--- config.mk ---
export PLATFORM = sky130hd
export DESIGN_NAME = async_sram_ctrl
export DESIGN_NICKNAME = d
export VERILOG_FILES = /design/src/rtl/asram_pkg.sv /design/src/rtl/asram_wait_timer.sv /design/src/rtl/asram_lane_map.sv /design/src/rtl/asram_seq.sv /design/src/rtl/async_sram_ctrl.sv
export SDC_FILE = /design/constraint.sdc
export NUM_CORES = 1
export LEC_CHECK = 0
export BUFFER_PORTS_ARGS = -buffer_cell sky130_fd_sc_hd__buf_2
export CAP_MARGIN = 30
export CORE_MARGIN = 2
export CORE_UTILIZATION = 29
export DETAILED_ROUTE_END_ITERATION = 10
export HOLD_SLACK_MARGIN = 0.03
export SLEW_MARGIN = 10
export SYNTH_ARGS = -nofsm -noshare
export SYNTH_HDL_FRONTEND = slang
export SYNTH_HIERARCHICAL = 1
export SYNTH_SLANG_ARGS = --single-unit
--- constraint.sdc ---
create_clock -name clk -period 2.38 [get_ports clk]
set_input_delay 0.476 -clock clk [delete_from_list [all_inputs] [get_ports clk]]
set_output_delay 0.476 -clock clk [all_outputs]
set_load 0.1 [all_outputs]
--- src/rtl/asram_pkg.sv ---
package asram_pkg;

   typedef enum logic [2:0] {
      ST_IDLE,
      ST_RD_STROBE,
      ST_WR_SETUP,
      ST_WR_STROBE,
      ST_TURN
   } asram_state_e;

   // Clock cycles covering a duration, never fewer than one.
   function automatic int unsigned wait_cycles(input int unsigned t_ps,
                                               input int unsigned clk_ps);
      int unsigned n;
      n = (t_ps + clk_ps - 1) / clk_ps;
      return (n < 1) ? 1 : n;
   endfunction

endpackage

--- src/rtl/asram_wait_timer.sv ---
module asram_wait_timer #(
   parameter int unsigned READ_WAIT  = 2,
   parameter int unsigned WRITE_WAIT = 1
) (
   input  logic clk,
   input  logic rst,
   input  logic start,
   input  logic sel_write,
   output logic last
);
   localparam int unsigned MAX_WAIT = (READ_WAIT > WRITE_WAIT) ? READ_WAIT : WRITE_WAIT;
   localparam int unsigned CNT_W    = (MAX_WAIT > 1) ? $clog2(MAX_WAIT) : 1;
   localparam logic [CNT_W-1:0] RD_LOAD = CNT_W'(READ_WAIT - 1);
   localparam logic [CNT_W-1:0] WR_LOAD = CNT_W'(WRITE_WAIT - 1);

   logic [CNT_W-1:0] cnt_q;

   always_ff @(posedge clk) begin
      if (rst)
         cnt_q <= '0;
      else if (start)
         cnt_q <= sel_write ? WR_LOAD : RD_LOAD;
      else if (cnt_q != '0)
         cnt_q <= cnt_q - 1'b1;
   end

   assign last = (cnt_q == '0);

endmodule

--- src/rtl/asram_lane_map.sv ---
module asram_lane_map #(
   parameter int unsigned LANES  = 2,
   parameter int unsigned LANE_W = 8
) (
   input  logic [LANES-1:0]        mask,
   input  logic [LANES*LANE_W-1:0] dq_in,
   output logic [LANES-1:0]        lane_n,
   output logic [LANES*LANE_W-1:0] gated
);
   for (genvar i = 0; i < LANES; i++) begin : g_lane
      assign lane_n[i] = ~mask[i];
      assign gated[i*LANE_W +: LANE_W] = mask[i] ? dq_in[i*LANE_W +: LANE_W] : '0;
   end
endmodule

--- src/rtl/asram_seq.sv ---
module asram_seq
   import asram_pkg::*;
#(
   parameter int unsigned ADDR_W = 16,
   parameter int unsigned DATA_W = 16,
   parameter int unsigned LANES  = 2
) (
   input  logic              clk,
   input  logic              rst,
   input  logic              req_valid,
   input  logic              req_write,
   input  logic [ADDR_W-1:0] req_addr,
   input  logic [DATA_W-1:0] req_wdata,
   input  logic [LANES-1:0]  req_mask,
   output logic              req_ready,
   output logic              rsp_valid,
   output logic [DATA_W-1:0] rsp_rdata,
   output logic              tmr_start,
   output logic              tmr_sel_wr,
   input  logic              tmr_last,
   output logic [LANES-1:0]  act_mask,
   input  logic [LANES-1:0]  act_lane_n,
   input  logic [DATA_W-1:0] act_gated,
   output logic              mem_cs_n,
   output logic              mem_oe_n,
   output logic              mem_we_n,
   output logic [LANES-1:0]  mem_lane_n,
   output logic [ADDR_W-1:0] mem_addr,
   output logic [DATA_W-1:0] mem_dq_out,
   output logic              mem_dq_drive
);
   asram_state_e      state_q;
   logic [ADDR_W-1:0] addr_q;
   logic [DATA_W-1:0] wdata_q;
   logic [LANES-1:0]  mask_q;
   logic              last_rd_q;
   logic              accept;
   logic              nz_mask;

   assign req_ready  = (state_q == ST_IDLE);
   assign accept     = req_ready && req_valid;
   assign nz_mask    = |req_mask;
   assign act_mask   = (state_q == ST_IDLE) ? req_mask : mask_q;
   assign tmr_start  = (accept && nz_mask && !req_write) || (state_q == ST_WR_SETUP);
   assign tmr_sel_wr = (state_q == ST_WR_SETUP);

   always_ff @(posedge clk) begin
      if (rst) begin
         state_q      <= ST_IDLE;
         addr_q       <= '0;
         wdata_q      <= '0;
         mask_q       <= '0;
         last_rd_q    <= 1'b0;
         rsp_valid    <= 1'b0;
         rsp_rdata    <= '0;
         mem_cs_n     <= 1'b1;
         mem_oe_n     <= 1'b1;
         mem_we_n     <= 1'b1;
         mem_lane_n   <= '1;
         mem_addr     <= '0;
         mem_dq_out   <= '0;
         mem_dq_drive <= 1'b0;
      end else begin
         rsp_valid <= 1'b0;
         unique case (state_q)
            ST_IDLE: begin
               mem_dq_drive <= 1'b0;
               if (accept) begin
                  addr_q  <= req_addr;
                  wdata_q <= req_wdata;
                  mask_q  <= req_mask;
                  if (!nz_mask) begin
                     if (!req_write) begin
                        rsp_valid <= 1'b1;
                        rsp_rdata <= '0;
                     end
                  end else if (!req_write) begin
                     state_q    <= ST_RD_STROBE;
                     last_rd_q  <= 1'b1;
                     mem_cs_n   <= 1'b0;
                     mem_oe_n   <= 1'b0;
                     mem_lane_n <= act_lane_n;
                     mem_addr   <= req_addr;
                  end else if (last_rd_q) begin
                     state_q <= ST_TURN;
                  end else begin
                     state_q      <= ST_WR_SETUP;
                     mem_cs_n     <= 1'b0;
                     mem_lane_n   <= act_lane_n;
                     mem_addr     <= req_addr;
                     mem_dq_out   <= req_wdata;
                     mem_dq_drive <= 1'b1;
                  end
               end
            end
            ST_RD_STROBE: begin
               if (tmr_last) begin
                  state_q    <= ST_IDLE;
                  rsp_valid  <= 1'b1;
                  rsp_rdata  <= act_gated;
                  mem_cs_n   <= 1'b1;
                  mem_oe_n   <= 1'b1;
                  mem_lane_n <= '1;
               end
            end
            ST_TURN: begin
               state_q      <= ST_WR_SETUP;
               last_rd_q    <= 1'b0;
               mem_cs_n     <= 1'b0;
               mem_lane_n   <= act_lane_n;
               mem_addr     <= addr_q;
               mem_dq_out   <= wdata_q;
               mem_dq_drive <= 1'b1;
            end
            ST_WR_SETUP: begin
               state_q   <= ST_WR_STROBE;
               last_rd_q <= 1'b0;
               mem_we_n  <= 1'b0;
            end
            ST_WR_STROBE: begin
               if (tmr_last) begin
                  state_q    <= ST_IDLE;
                  mem_we_n   <= 1'b1;
                  mem_cs_n   <= 1'b1;
                  mem_lane_n <= '1;
               end
            end
            default: state_q <= ST_IDLE;
         endcase
      end
   end

endmodule

--- src/rtl/async_sram_ctrl.sv ---
module async_sram_ctrl #(
   parameter int unsigned ADDR_W      = 16,
   parameter int unsigned DATA_W      = 16,
   parameter int unsigned LANES       = 2,
   parameter int unsigned T_CLK_PS    = 8000,
   parameter int unsigned T_ACCESS_PS = 12000,
   parameter int unsigned T_PULSE_PS  = 8000
) (
   input  logic              clk,
   input  logic              rst,
   input  logic              req_valid,
   input  logic              req_write,
   input  logic [ADDR_W-1:0] req_addr,
   input  logic [DATA_W-1:0] req_wdata,
   input  logic [LANES-1:0]  req_mask,
   output logic              req_ready,
   output logic              rsp_valid,
   output logic [DATA_W-1:0] rsp_rdata,
   output logic              mem_cs_n,
   output logic              mem_oe_n,
   output logic              mem_we_n,
   output logic [LANES-1:0]  mem_lane_n,
   output logic [ADDR_W-1:0] mem_addr,
   output logic [DATA_W-1:0] mem_dq_out,
   output logic              mem_dq_drive,
   input  logic [DATA_W-1:0] mem_dq_in
);
   localparam int unsigned LANE_W     = DATA_W / LANES;
   localparam int unsigned READ_WAIT  = asram_pkg::wait_cycles(T_ACCESS_PS, T_CLK_PS);
   localparam int unsigned WRITE_WAIT = asram_pkg::wait_cycles(T_PULSE_PS, T_CLK_PS);

   if (LANES == 0 || (DATA_W % LANES) != 0) begin : g_bad_lanes
      $error("DATA_W must split evenly into LANES lanes");
   end
   if (ADDR_W == 0 || T_CLK_PS == 0) begin : g_bad_cfg
      $error("ADDR_W and T_CLK_PS must be nonzero");
   end

   logic              tmr_start;
   logic              tmr_sel_wr;
   logic              tmr_last;
   logic [LANES-1:0]  act_mask;
   logic [LANES-1:0]  act_lane_n;
   logic [DATA_W-1:0] act_gated;

   asram_wait_timer #(
      .READ_WAIT  (READ_WAIT),
      .WRITE_WAIT (WRITE_WAIT)
   ) u_timer (
      .clk       (clk),
      .rst       (rst),
      .start     (tmr_start),
      .sel_write (tmr_sel_wr),
      .last      (tmr_last)
   );

   asram_lane_map #(
      .LANES  (LANES),
      .LANE_W (LANE_W)
   ) u_lanes (
      .mask   (act_mask),
      .dq_in  (mem_dq_in),
      .lane_n (act_lane_n),
      .gated  (act_gated)
   );

   asram_seq #(
      .ADDR_W (ADDR_W),
      .DATA_W (DATA_W),
      .LANES  (LANES)
   ) u_seq (
      .clk          (clk),
      .rst          (rst),
      .req_valid    (req_valid),
      .req_write    (req_write),
      .req_addr     (req_addr),
      .req_wdata    (req_wdata),
      .req_mask     (req_mask),
      .req_ready    (req_ready),
      .rsp_valid    (rsp_valid),
      .rsp_rdata    (rsp_rdata),
      .tmr_start    (tmr_start),
      .tmr_sel_wr   (tmr_sel_wr),
      .tmr_last     (tmr_last),
      .act_mask     (act_mask),
      .act_lane_n   (act_lane_n),
      .act_gated    (act_gated),
      .mem_cs_n     (mem_cs_n),
      .mem_oe_n     (mem_oe_n),
      .mem_we_n     (mem_we_n),
      .mem_lane_n   (mem_lane_n),
      .mem_addr     (mem_addr),
      .mem_dq_out   (mem_dq_out),
      .mem_dq_drive (mem_dq_drive)
   );

endmodule

==> metrics, run 1 <==
port bufs 109; Max rail drop VDD 0.499 mV; # placed instances 706; Net Count, Synth roughly 500; first-pass GRT wire length 17.8 mm; Initial Util 29.8%; Req. time, crit path 1.90 ns; synthesized area per cell 8.89 um2; gpl congestion 0.765; die height 121 um; Core Box Area about 13000 um2; drc violations 0; Worst R2R Start u_seq/state_q[0]$_SDFFE_PP0P_; top_reg_cell synth dfxtp_1; Sequential Area 1880 um2; Finished Core Util around 38%; GR Util met3 5.73%; Num CTS Buffers 9; Skew-Pair Late Insertion Delay 0.34 ns; num rows 42; top cell type's share of synthesized area a little under half; io pins 110; Power Density 907 nW/um2; GRT busiest layer met2; CTS H-Tree Depth 3; min-delay worst type in -> reg; drt total wl between 10 and 15 mm; worst-case clock buffer depth 2; Max transition margin 55.4%; setup bufs post-CTS 0; CP Class reg -> out; hpwl dp 7.44 mm; Critical Path End Type output port; CTS tree built; reg-to-reg endpoint u_timer/cnt_q$_SDFF_PP0_; RSZ-0062 raised after global routing false; Tot GR Track Use approximately 15%; final net count 595; Yosys warning total 6; Tcrit/Tclk final 94.6%; ANT cells 0; met1 Use GR between 10% and 20%; largest area contributor in the netlist dfxtp_1; Post-synth ARST share 0%; die area 14700 um2; Final Hold Fails 0; Slew Limit Fails 0; final std cells w/o fill 722; Startpoint Class flip-flop; reg2reg path depth 5; synthesized cell area 3980 um2; commonest cells after routing, fill and taps aside 109 x buf_2, 94 x dfxtp_1, 77 x nand2_1, 37 x a21oi_1, 36 x a211oi_1; share of cells above drive strength 1 28.8%; Clk pin slew, worst setup/hold paths 0.07 ns; leakage power roughly 2.1 nW; synth-to-layout area growth 25.9%; Layout fillers 1377; largest net degree at the start of global routing 64; synth unique cells 45; die width 121 um; outcome finished, final reports clean; post-synthesis register bit count 94; CTS resizes 0; Via density 5.04; top post-synthesis cells by area dfxtp_1 47%, nand2_1 7.3%, a211oi_1 6.8%; GR met2 Demand/Resource 24.8%; critical path peak fanout 5; Setup TNS 0 ns; Crit path arrival time roughly 1.8 ns; Routed Antenna Nets 0; Detailed Routing Iterations Pass 1 4; Setup violations, final 0; GR Overflow Total 0; R2R setup slack 0.46 ns; Worst Tran Pin Value 0.669 ns; footprint of the multi-input gates around 1900 um2; Tmin final about 2.3 ns; Sink Count 94; Peak Freq approximately 440 MHz; Avg WL per Cell 15.3 um; cells after synthesis 448; vias in the first global route 3540; Hold-fix buffers, CTS 0; max-cap violations 0; Worst setup endpoint req_ready; Worst Skew 0.00540 ns; Critical path origin u_seq/state_q[0]$_SDFFE_PP0P_; post-synthesis sequential area ratio 47.2%; number of DRC violations after detailed-routing iteration 0 211; EDFF count, synth 0; commonest non-fill, non-tap cell in the layout buf_2; initial antenna violation count 0; via count 3642; CTS Root Cell clkbuf_16
[cells in the mapped netlist, drive strengths merged (4+ instances only)]
cell type / n
a211oi: 37
a21oi: 37
a31oi: 16
a32o: 16
and2: 17
buf: 23
clkbuf: 19
dfxtp: 94
inv: 8
mux2i: 18
nand2: 77
nand3: 15
nor2: 6
nor3: 5
nor3b: 4
o21ai: 36
[report_power, final]
group / switching, mW / leakage, nW / internal (mW) / total [mW]
sequential: 0.0600 / 0.769 / 1.69 / 1.75
combinational: 0.878 / 1.15 / 0.260 / 1.14
clock: 0.628 / 0.166 / 1.03 / 1.66
[layout make-up]
type	count	share of cell area [%]
Clock buffer	9	4.49
Timing Repair Buffer	124	13.4
Clock inverter	7	2.39
Multi-Input combinational cell	304	37.2
Inverter	8	0.599
Sequential cell	94	37.5
Tap cell	176	4.39
[routing by layer]
layer  wire length, um  up-vias  share of wire (%)
met3               774        8                7.0
met2              5100      113                 46
met1              5130     1718                 46
met4                57        0               0.51
met5                 0        -                  0
li1                  -     1803                  -
[critical path: stages (launching register included)]
cell and delay [ns]:
dfxtp_1 0.31, or3_1 0.48, inv_1 0.18, buf_2 0.46
[kinds of logic (layout without fill, tap and decap cells)]
logic type	count (synthesis)	after routing	share of synthesized area, %
XOR/XNOR	1	1	0.220
AND/OR/NAND/NOR	133	133	16.2
multiplexers	18	18	4.52
flip-flops	94	94	47.2
buffers and inverters	50	148	6.00
AO/OA/AOI/OAI	152	152	25.8
[registers in the layout, indices dropped and copies added, names as in the netlist]
name	cells
u_seq/mem_addr	16
u_seq/mem_cs_n	1
u_timer/cnt_q	1
u_seq/mem_we_n	1
u_seq/mem_lane_n	2
u_seq/rsp_valid	1
u_seq/mem_dq_out	16
u_seq/last_rd_q	1
u_seq/addr_q	16
u_seq/mem_dq_drive	1
u_seq/mask_q	2
u_seq/state_q	3
u_seq/rsp_rdata	16
u_seq/mem_oe_n	1
u_seq/wdata_q	16
[stage by stage]
stage                     power, mW  area, um2  setup slack, ns  hold slack (ns)
after floorplan                2.67       3980            0.169            0.433
after global placement         2.91       4670            0.486            0.438
after detailed placement       2.93       4670            0.451            0.443
after CTS                      4.63       5020            0.121            0.360
after global routing           4.77       5020           0.0449            0.366
final                          4.55       5020            0.128            0.379
[how the worst min path moves through the flow]
stage	cells past startpoint	slack (ns)	to	startpoint
after floorplan	2	0.43	u_seq/addr_q[0]$_SDFFE_PP0P_	u_seq/addr_q[0]$_SDFFE_PP0P_
after global placement	2	0.44	u_seq/addr_q[3]$_SDFFE_PP0P_	u_seq/addr_q[3]$_SDFFE_PP0P_
after detailed placement	2	0.44	u_seq/addr_q[10]$_SDFFE_PP0P_	u_seq/addr_q[10]$_SDFFE_PP0P_
after CTS	3	0.36	u_seq/wdata_q[9]$_SDFFE_PP0P_	req_wdata[9]
after global routing	3	0.37	u_seq/wdata_q[3]$_SDFFE_PP0P_	req_wdata[3]
final	3	0.38	u_seq/wdata_q[14]$_SDFFE_PP0P_	req_wdata[14]
Note: power is estimated with default switching activity, not from simulation.
==> run 2, diff against run 1 <==
Settings changed: CORE_UTILIZATION 29 to 56, PLACE_DENSITY set to 0.95.
==> run 2 against run 1 <==
Non-clock buffer count grew 1. Worst hold slack lost 0.014 ns. Largest cell class unchanged. Flip-flop and latch count unchanged.
==> metrics, run 2 (synthesized netlist as in run 1, its figures left out) <==
GR Overflow Total 0; Sequential Area roughly 1900 um2; Sink Count 94; commonest non-fill, non-tap cell in the layout buf_2; critical path peak fanout 7; hpwl dp 6.73 mm; CTS Root Cell clkbuf_8; Routed Antenna Nets 0; Hold-fix buffers, CTS 0; vias in the first global route about 3500; Req. time, crit path between 1.5 and 2 ns; leakage power 2.00 nW; Setup violations, final 0; Crit path largest cell delay between 0.4 and 0.5 ns; Skew-Pair Late Insertion Delay 0.35 ns; initial antenna violation count 0; num rows 30; die width 88.3 um; fin area 4730 um2; Max rail drop VDD 0.520 mV; ANT cells 0; Worst Tran Pin Value 0.557 ns; Tcrit/Tclk final a little over nine tenths; min-delay worst type in -> reg; max-cap violations 0; Worst Hold Path EP u_seq/addr_q[13]$_SDFFE_PP0P_; Tmin final 2.25 ns; via count 3750; Max transition margin 62.8%; drt total wl 9.96 mm; crit path max-delay cell type buf_2; footprint of the multi-input gates 1870 um2; io pins 110; Crit path arrival time 1.77 ns; # placed instances 627; Final Hold Fails 0; Num CTS Buffers 9; CP Class reg -> out; Initial Util 58.3%; final std cells w/o fill 642; placed cell area 4570 um2; Via density a little under 6; Detailed Routing Iterations Pass 1 6; share of cells above drive strength 1 28.2%; Slew Limit Fails 0; Setup TNS 0 ns; die height 88.3 um; RSZ-0062 raised after global routing false; Critical Path End Type output port; drc violations 0; port bufs 109; number of DRC violations after detailed-routing iteration 0 between 300 and 400; Tot GR Track Use 25.9%; Critical path origin u_seq/state_q[2]$_SDFFE_PP0P_; worst-case clock buffer depth 2; Startpoint Class flip-flop; CTS tree built; Core Box Area 6830 um2; CTS H-Tree Depth 3; reg2reg path depth 4; hold depth 3; reg-to-reg endpoint u_seq/rsp_rdata[4]$_SDFFE_PP0P_; Hold Crit Start req_addr[13]; CP Cell Sequence or3_1, inv_1, buf_2; Worst Skew 0.00983 ns; gpl congestion about 0.81; final net count approximately 600; largest net degree at the start of global routing 35; commonest cells after routing, fill and taps aside 109 x buf_2, 94 x dfxtp_1, 77 x nand2_1, 37 x a21oi_1, 36 x a211oi_1; Worst R2R Start u_seq/state_q[2]$_SDFFE_PP0P_; CTS resizes 0; R2R setup slack ~0.57 ns; Layout fillers 530; setup bufs post-CTS 0; Peak Freq 445 MHz; first-pass GRT wire length ~16 mm; synth-to-layout area growth 18.8%; Clk pin slew, worst setup/hold paths 0.09 ns; outcome finished, final reports clean; Power Density 806 nW/um2; Avg WL per Cell around 16 um; die area 7800 um2
[run 2: changes by cell type in the layout (fill, tap and decap cells not counted), sizes merged]
cell / before / now
inv: 10 / 8
buf: 124 / 125
clkinvlp: 1 / 0
clkbuf: 9 / 14
bufinv: 3 / 0
[run 2: worst max-delay path by stage]
stage | cells past startpoint | end
finish | 3 | req_ready
CTS | 3 | req_ready
floorplan | 9 | u_seq/mem_lane_n[0]$_SDFFE_PP1P_
global placement | 3 | req_ready
global route | 3 | req_ready
detailed placement | 3 | req_ready
[run 2: report_power, final]
| part | switching (mW) | total, mW | internal (mW) |
|---|---|---|---|
| combinational | 0.871 | 1.13 | 0.258 |
| clock | 0.506 | 0.938 | 0.432 |
| sequential | 0.0592 | 1.75 | 1.69 |
| total | 1.44 | 3.82 | 2.38 |
[run 2: cell type report]
| cell class | instances | area share, % |
|---|---|---|
| clock buffer | 14 | 3.44 |
| clock inverter | 1 | 0.106 |
| inverter | 8 | 0.634 |
| multi-input combinational | 304 | 39.5 |
| sequential | 94 | 39.8 |
| tap | 96 | 2.54 |
| timing repair buffer | 125 | 14.1 |
[run 2: metrics by stage]
stage | power, mW | worst slack (ns) | util (%) | hold slack [ns]
floorplan | 2.67 | 0.169 | - | 0.433
global placement | 2.88 | 0.563 | 66.8 | 0.439
detailed placement | 2.90 | 0.516 | 66.8 | 0.446
CTS | 3.83 | 0.126 | 69.3 | 0.355
global route | 3.97 | 0.0447 | 69.3 | 0.361
finish | 3.82 | 0.133 | 69.3 | 0.365
[run 2: worst max-delay path, delay by kind of cell (launching register included)]
family | cells | cell delay (ns)
simple gates | 1 | 0.44
buf+inv | 2 | 0.61
flops | 1 | 0.37
[run 2: metal layers]
layer | up-vias | track usage, % | share of wire, %
met1 | 1763 | 32.5 | 43
met5 | - | 0 | 0
met4 | 0 | 11.2 | 1.7
met2 | 162 | 42.5 | 48
met3 | 20 | 6.34 | 7.3
li1 | 1805 | - | -
